==> config.mk <==
export PLATFORM = sky130hd
export DESIGN_NAME = cfg_vote_steer
export DESIGN_NICKNAME = d
export VERILOG_FILES = /design/src/rtl/cfg_vs_pkg.sv /design/src/rtl/cfg_majority.sv /design/src/rtl/cfg_serial_port.sv /design/src/rtl/cfg_dac_bank.sv /design/src/rtl/cfg_steer.sv /design/src/rtl/cfg_vote_steer.sv
export SDC_FILE = /design/constraint.sdc
export NUM_CORES = 1
export LEC_CHECK = 0
export ABC_AREA = 1
export BUFFER_PORTS_ARGS = -buffer_cell sky130_fd_sc_hd__buf_4
export CAP_MARGIN = 20
export CORE_UTILIZATION = 45
export DETAILED_ROUTE_END_ITERATION = 7
export PLACE_DENSITY_LB_ADDON = 0.3
export SYNTH_ARGS = -nofsm -noshare
export SYNTH_HDL_FRONTEND = slang
export SYNTH_SLANG_ARGS = --single-unit
==> constraint.sdc <==
create_clock -name clk -period 2.3 [get_ports clk]
set_input_delay 0.69 -clock clk [delete_from_list [all_inputs] [get_ports clk]]
set_output_delay 0.69 -clock clk [all_outputs]
set_load 0.1 [all_outputs]
==> src/rtl/cfg_vs_pkg.sv <==
package cfg_vs_pkg;

  localparam int CFG_W  = 16;
  localparam int CODE_W = 8;
  localparam int N_TX   = 4;
  localparam int N_RX   = 4;
  localparam int CH_W   = $clog2(N_TX);
  localparam int TXS_W  = $clog2(N_TX);
  localparam int RXD_W  = $clog2(N_RX);

  localparam logic [CODE_W-1:0] CODE_NOMINAL = 8'd213;

  // Field layout of the active word, most significant field first.
  typedef struct packed {
    logic             steer_en;
    logic [RXD_W-1:0] rx_dst;
    logic [TXS_W-1:0] tx_src;
    logic             wr_strobe;
    logic [CH_W-1:0]  wr_chan;
    logic [CODE_W-1:0] wr_code;
  } cfg_fields_t;

  // Two-out-of-three vote on one bit.
  function automatic logic vote_bit(input logic x, input logic y, input logic z);
    return (x & y) | (x & z) | (y & z);
  endfunction

  // Pick one code from a flat code vector.
  function automatic logic [CODE_W-1:0] code_at(input logic [N_TX*CODE_W-1:0] codes,
                                                input logic [CH_W-1:0] ch);
    return codes[ch*CODE_W +: CODE_W];
  endfunction

endpackage

==> src/rtl/cfg_majority.sv <==
module cfg_majority #(
  parameter int W = 16
) (
  input  logic [W-1:0] in_a,
  input  logic [W-1:0] in_b,
  input  logic [W-1:0] in_c,
  output logic [W-1:0] voted
);
  for (genvar i = 0; i < W; i++) begin : g_bit
    assign voted[i] = cfg_vs_pkg::vote_bit(in_a[i], in_b[i], in_c[i]);
  end
endmodule

==> src/rtl/cfg_serial_port.sv <==
module cfg_serial_port #(
  parameter int W = 16
) (
  input  logic         clk,
  input  logic         rst_n,
  input  logic         sclk,
  input  logic         sdata,
  input  logic         load,
  output logic [W-1:0] word_o,
  output logic         shift_fire,
  output logic         load_fire
);
  localparam int SYNC = 2;

  logic [SYNC:0]   sclk_s;
  logic [SYNC:0]   load_s;
  logic [SYNC-1:0] sdata_s;
  logic [W-1:0]    shreg;
  logic [W-1:0]    held;

  always_ff @(posedge clk or negedge rst_n) begin
    if (!rst_n) begin
      sclk_s  <= '0;
      load_s  <= '0;
      sdata_s <= '0;
    end else begin
      sclk_s  <= {sclk_s[SYNC-1:0], sclk};
      load_s  <= {load_s[SYNC-1:0], load};
      sdata_s <= {sdata_s[SYNC-2:0], sdata};
    end
  end

  assign shift_fire = sclk_s[SYNC-1] & ~sclk_s[SYNC];
  assign load_fire  = load_s[SYNC-1] & ~load_s[SYNC];

  always_ff @(posedge clk or negedge rst_n) begin
    if (!rst_n) begin
      shreg <= '0;
      held  <= '0;
    end else begin
      if (shift_fire) shreg <= {shreg[W-2:0], sdata_s[SYNC-1]};
      if (load_fire)  held  <= shreg;
    end
  end

  assign word_o = held;
endmodule

==> src/rtl/cfg_dac_bank.sv <==
module cfg_dac_bank #(
  parameter int                N    = 4,
  parameter int                CW   = 8,
  parameter int                CHW  = 2,
  parameter logic [CW-1:0]     DEF  = 8'd213
) (
  input  logic            clk,
  input  logic            rst_n,
  input  logic            strobe,
  input  logic [CHW-1:0]  chan,
  input  logic [CW-1:0]   code,
  output logic [N*CW-1:0] codes_o,
  output logic            write_fire
);
  logic strobe_q;

  always_ff @(posedge clk or negedge rst_n) begin
    if (!rst_n) strobe_q <= 1'b0;
    else        strobe_q <= strobe;
  end

  assign write_fire = strobe & ~strobe_q;

  for (genvar i = 0; i < N; i++) begin : g_chan
    logic [CW-1:0] level_q;
    always_ff @(posedge clk or negedge rst_n) begin
      if (!rst_n)                               level_q <= DEF;
      else if (write_fire && chan == CHW'(i))   level_q <= code;
    end
    assign codes_o[i*CW +: CW] = level_q;
  end
endmodule

==> src/rtl/cfg_steer.sv <==
module cfg_steer #(
  parameter int N_TX  = 4,
  parameter int N_RX  = 4,
  parameter int TXS_W = 2,
  parameter int RXD_W = 2
) (
  input  logic             en,
  input  logic [TXS_W-1:0] tx_src,
  input  logic [RXD_W-1:0] rx_dst,
  input  logic [N_TX-2:0]  tx_in,
  output logic [N_TX-1:0]  tx_out,
  input  logic [N_RX-1:0]  rx_in,
  output logic [N_RX-2:0]  rx_out
);
  localparam int TX_SPARE = N_TX - 1;
  localparam int RX_SPARE = N_RX - 1;

  logic tx_spare_val;

  for (genvar i = 0; i < TX_SPARE; i++) begin : g_tx
    assign tx_out[i] = tx_in[i];
  end

  always_comb begin
    tx_spare_val = 1'b0;
    for (int j = 0; j < TX_SPARE; j++) begin
      if (en && tx_src == TXS_W'(j)) tx_spare_val = tx_in[j];
    end
  end
  assign tx_out[TX_SPARE] = tx_spare_val;

  for (genvar i = 0; i < RX_SPARE; i++) begin : g_rx
    assign rx_out[i] = (en && rx_dst == RXD_W'(i)) ? rx_in[RX_SPARE] : rx_in[i];
  end
endmodule

==> src/rtl/cfg_vote_steer.sv <==
module cfg_vote_steer
  import cfg_vs_pkg::*;
#(
  parameter int W      = cfg_vs_pkg::CFG_W,
  parameter int NTX    = cfg_vs_pkg::N_TX,
  parameter int NRX    = cfg_vs_pkg::N_RX,
  parameter int CODEW  = cfg_vs_pkg::CODE_W
) (
  input  logic                 clk,
  input  logic                 rst_n,
  input  logic                 src_test,
  input  logic [W-1:0]         cmd_a,
  input  logic [W-1:0]         cmd_b,
  input  logic [W-1:0]         cmd_c,
  input  logic                 tp_sclk,
  input  logic                 tp_sdata,
  input  logic                 tp_load,
  input  logic [NTX-2:0]       tx_in,
  output logic [NTX-1:0]       tx_out,
  input  logic [NRX-1:0]       rx_in,
  output logic [NRX-2:0]       rx_out,
  output logic [W-1:0]         cfg_word,
  output logic [NTX*CODEW-1:0] mod_codes
);
  logic [W-1:0] voted_word;
  logic [W-1:0] tp_word;
  logic [W-1:0] word_q;
  logic         tp_shift_fire;
  logic         tp_load_fire;
  logic         dac_write_fire;
  cfg_fields_t  f;

  cfg_majority #(.W(W)) i_vote (
    .in_a  (cmd_a),
    .in_b  (cmd_b),
    .in_c  (cmd_c),
    .voted (voted_word)
  );

  cfg_serial_port #(.W(W)) i_tport (
    .clk        (clk),
    .rst_n      (rst_n),
    .sclk       (tp_sclk),
    .sdata      (tp_sdata),
    .load       (tp_load),
    .word_o     (tp_word),
    .shift_fire (tp_shift_fire),
    .load_fire  (tp_load_fire)
  );

  always_ff @(posedge clk or negedge rst_n) begin
    if (!rst_n) word_q <= '0;
    else        word_q <= src_test ? tp_word : voted_word;
  end

  assign f        = cfg_fields_t'(word_q);
  assign cfg_word = word_q;

  cfg_dac_bank #(
    .N   (NTX),
    .CW  (CODEW),
    .CHW (CH_W),
    .DEF (CODE_NOMINAL)
  ) i_dac (
    .clk        (clk),
    .rst_n      (rst_n),
    .strobe     (f.wr_strobe),
    .chan       (f.wr_chan),
    .code       (f.wr_code),
    .codes_o    (mod_codes),
    .write_fire (dac_write_fire)
  );

  cfg_steer #(
    .N_TX  (NTX),
    .N_RX  (NRX),
    .TXS_W (TXS_W),
    .RXD_W (RXD_W)
  ) i_steer (
    .en     (f.steer_en),
    .tx_src (f.tx_src),
    .rx_dst (f.rx_dst),
    .tx_in  (tx_in),
    .tx_out (tx_out),
    .rx_in  (rx_in),
    .rx_out (rx_out)
  );
endmodule

==> results.sh <==
export IMPL_status="complete, no violations"
export IMPL_switchingPower_mw=3.26
export IMPL_postCtsHoldBufs=0
export IMPL_reg2reg_depth=4
export IMPL_p_leak_nw=2.84
export IMPL_synth_nets=531
export IMPL_dpl_hpwl_um=6350
export IMPL_drt_pass1_iter_count=4
export IMPL_cpLargestDelayFamily="flip-flops"
export IMPL_pin_count=116
export IMPL_coreArea_mm2=0.00830
export IMPL_maxSlewHeadroom_pct=42.1
export IMPL_cts_sinks=89
export IMPL_crit_chain="nand3_1 -> nand2_1 -> o21ai_4 -> buf_4"
export IMPL_postCtsResizedCells=0
export IMPL_dr_first_iter_drc_count=103
export IMPL_grt_overflow=0
export IMPL_synthXorXnorAreaFrac_pct=0
export IMPL_p_per_area_mw_per_mm2=1290
export IMPL_crit_buf_inv=1
export IMPL_drv_slew=0
export IMPL_initial_core_util_pct=46.8
export IMPL_die_w_um=94.9
export IMPL_drv_cap=0
export IMPL_cp_num_cells=4
export IMPL_swShare_pct=50.1
export IMPL_port_buffers=115
export IMPL_post_cts_buffers=0
export IMPL_worst_pin_slew_ns=0.866
export IMPL_synth_fa_ha_area_share_pct=0
export IMPL_finalClockSkew_ns=0.0144
export IMPL_critPathCapture="rx_out[1]"
export IMPL_tns_ns=0
export IMPL_synthMuxAreaShare_pct=0
export IMPL_yosysTopAreaCell="dfrtp_1"
export IMPL_r2r_end="i_tport.word_o[7]$_DFFE_PN0P_"
export IMPL_cp_end_kind="output pin"
export IMPL_min_period_ns=2.14
export IMPL_grt_pass1_wl_um=14100
export IMPL_track_usage_pct=20.7
export IMPL_synthToLayoutAreaGrowth_pct=29.9
export IMPL_syn_instance_count=470
export IMPL_synth_edff_count=0
export IMPL_power_mw=6.50
export IMPL_clk_path_buf_depth=2
export IMPL_clk_latency_ns=0.35
export IMPL_totalWireLength_um=8570
export IMPL_nNetsFinal=642
export IMPL_synth_top_area_share_pct=44.5
export IMPL_synth_common_cells="198 x nand2_1, 75 x inv_1, 69 x dfrtp_1"
export IMPL_grt_pass1_vias=3143
export IMPL_multi_input_area_mm2=0.00126
export IMPL_ir_drop_v=0.000711
export IMPL_ys_seq_elements=89
export IMPL_cp_slowest_stage_delay_ns=0.44
export IMPL_p_int_mw=3.24
export IMPL_regToRegSetupSlack_ns=0.86
export IMPL_hold_viol_final=0
export IMPL_rows=33
export IMPL_grt_max_degree=40
export IMPL_worstSetupPathType="register to output pin"
export IMPL_ant_nets=0
export IMPL_r2r_start="i_tport.load_s[2]$_DFF_PN0_"
export IMPL_startpoint="cfg_word[15]$_DFF_PN0_"
export IMPL_die_h_um=94.9
export IMPL_synth_seq_area_share_pct=58.0
export IMPL_vias_per_cell=4.75
export IMPL_crit_path_top_delay_cell="dfrtp_1"
export IMPL_antenna_found_initial=0
export IMPL_fmax_mhz=468
export IMPL_cp_arrival_ns=1.45
export IMPL_numCtsBuffers=9
export IMPL_regArea_mm2=0.00225
export IMPL_synth_compound_area_share_pct=4.26
export IMPL_drive_gt1_share_pct=28.3
export IMPL_drc=0
export IMPL_start_kind="register"
export IMPL_synth_most_common_cell="nand2_1"
export IMPL_worst_endpoint_required_ns=1.61
export IMPL_avgRoutedWirePerCell_um=12.4
export IMPL_place_congestion=0.803
export IMPL_htreeDepth=3
export IMPL_yosys_top_cells_area="dfrtp_1 44%, nand2_1 19%, dfstp_2 14%"
export IMPL_cts_tree="built"
export IMPL_diodes=0
export IMPL_synth_simple_area_share_pct=27.7
export IMPL_vias=3285
export IMPL_nFillCells=730
export IMPL_cts_root_buf="clkbuf_8"
export IMPL_seqPwrFrac_pct=35.2
export IMPL_cp_max_fo=6
export IMPL_syn_avg_cell_area_um2=8.26
export IMPL_pwr_share_comb_pct=46.9
export IMPL_p_clk_share_pct=17.8
export IMPL_cts_clk_slew_worst_paths_ns=0.09
export IMPL_synthArstFlopShare_pct=100
export IMPL_yosysWarnings=0
export IMPL_synth_top_family_by_area="simple AND/OR/NAND/NOR gates"
export IMPL_dieArea_mm2=0.00900
export IMPL_finalSetupViolCount=0
export IMPL_rsz0062_at_grt="no"
export IMPL_period_share_pct=93.0
export IMPL_synth_cell_type_count=18
export IMPL_min_path_type="input pin to asynchronous set/reset pin"
export IMPL_yosys_most_used_dff="dfrtp_1"
export IMPL_synthesis_area_mm2=0.00388
## worst reg2reg max path: stages, from the launching register on
cell     delay, ns
dfrtp_1       0.37
inv_1         0.06
nand2_1       0.50
nand2_1       0.23
o21ai_0       0.12
## metrics by stage
stage	util (%)	hold slack [ns]	setup slack (ns)	instance area (um^2)	std cells
floorplan	-	0.331	0.0225	3910	470
global placement	58.1	0.334	0.318	4830	675
detailed placement	58.1	0.337	0.299	4830	675
CTS	60.8	0.226	0.135	5040	691
global route	60.8	0.231	0.0546	5040	691
finish	60.8	0.237	0.162	5040	691
## final cells by class
class                           instances  share of cell area, %
Timing Repair Buffer                  117                   17.7
Clock inverter                          6                   1.76
Sequential cell                        89                   44.7
Tap cell                              105                   2.61
Inverter                               76                   5.66
Multi-Input combinational cell        288                   25.1
Clock buffer                           10                   2.53
## per-layer routing
metal	part of all wire [%]	track usage, %	up-vias
li1	-	-	1629
met1	43	25.6	1533
met2	48	33.7	100
met3	5.2	5.48	23
met4	3.4	9.60	0
met5	0	0	-
## power groups by stage
stage	clock (mW)	sequential [mW]	combinational (mW)
after floorplan	0	4.13	0.564
after global placement	0	2.30	3.02
after detailed placement	0	2.32	3.06
after CTS	1.19	2.29	3.07
after global routing	1.25	2.33	3.21
final	1.16	2.29	3.05
## sequential cells by signal, summed over array words and instances, names as in the netlist
name                  count
i_tport.word_o           16
cfg_word                 16
i_tport.load_s            3
i_tport.sclk_s            3
i_dac.strobe_q            1
i_tport.shreg            16
i_dac.g_chan.level_q     32
i_tport.sdata_s           2
## layout by cell type (no fill, tap or decap), types with 3 or more instances in the layout
| cell type | Yosys | layout |
|---|---|---|
| inv_1 | 75 | 75 |
| nand2_1 | 198 | 198 |
| nor2_1 | 3 | 3 |
| dfstp_2 | 20 | 20 |
| buf_4 | 9 | 116 |
| clkbuf_8 | 0 | 9 |
| nor2_4 | 3 | 3 |
| nand3_1 | 44 | 44 |
| o21ai_0 | 32 | 30 |
| dfrtp_1 | 69 | 67 |
## cells by family (layout without fill, tap and decap cells)
family / count (synthesis) / in the layout
flip-flops: 89 / 89
AND/OR/NAND/NOR: 255 / 255
AO/OA/AOI/OAI: 33 / 33
buffers and inverters: 93 / 209
## worst min-delay path by stage
stage	from	to	cells past startpoint
2_1_floorplan	i_tport.load_s[0]$_DFF_PN0_	i_tport.load_s[1]$_DFF_PN0_	0
3_3_place_gp	i_tport.load_s[0]$_DFF_PN0_	i_tport.load_s[1]$_DFF_PN0_	0
3_5_place_dp	i_tport.load_s[0]$_DFF_PN0_	i_tport.load_s[1]$_DFF_PN0_	0
4_1_cts	rst_n	i_dac.g_chan[1].level_q[5]$_DFFE_PN0P_	1
5_1_grt	rst_n	i_dac.g_chan[1].level_q[5]$_DFFE_PN0P_	1
6_report	rst_n	i_dac.g_chan[1].level_q[5]$_DFFE_PN0P_	1
(Power assumes the default switching activity.)
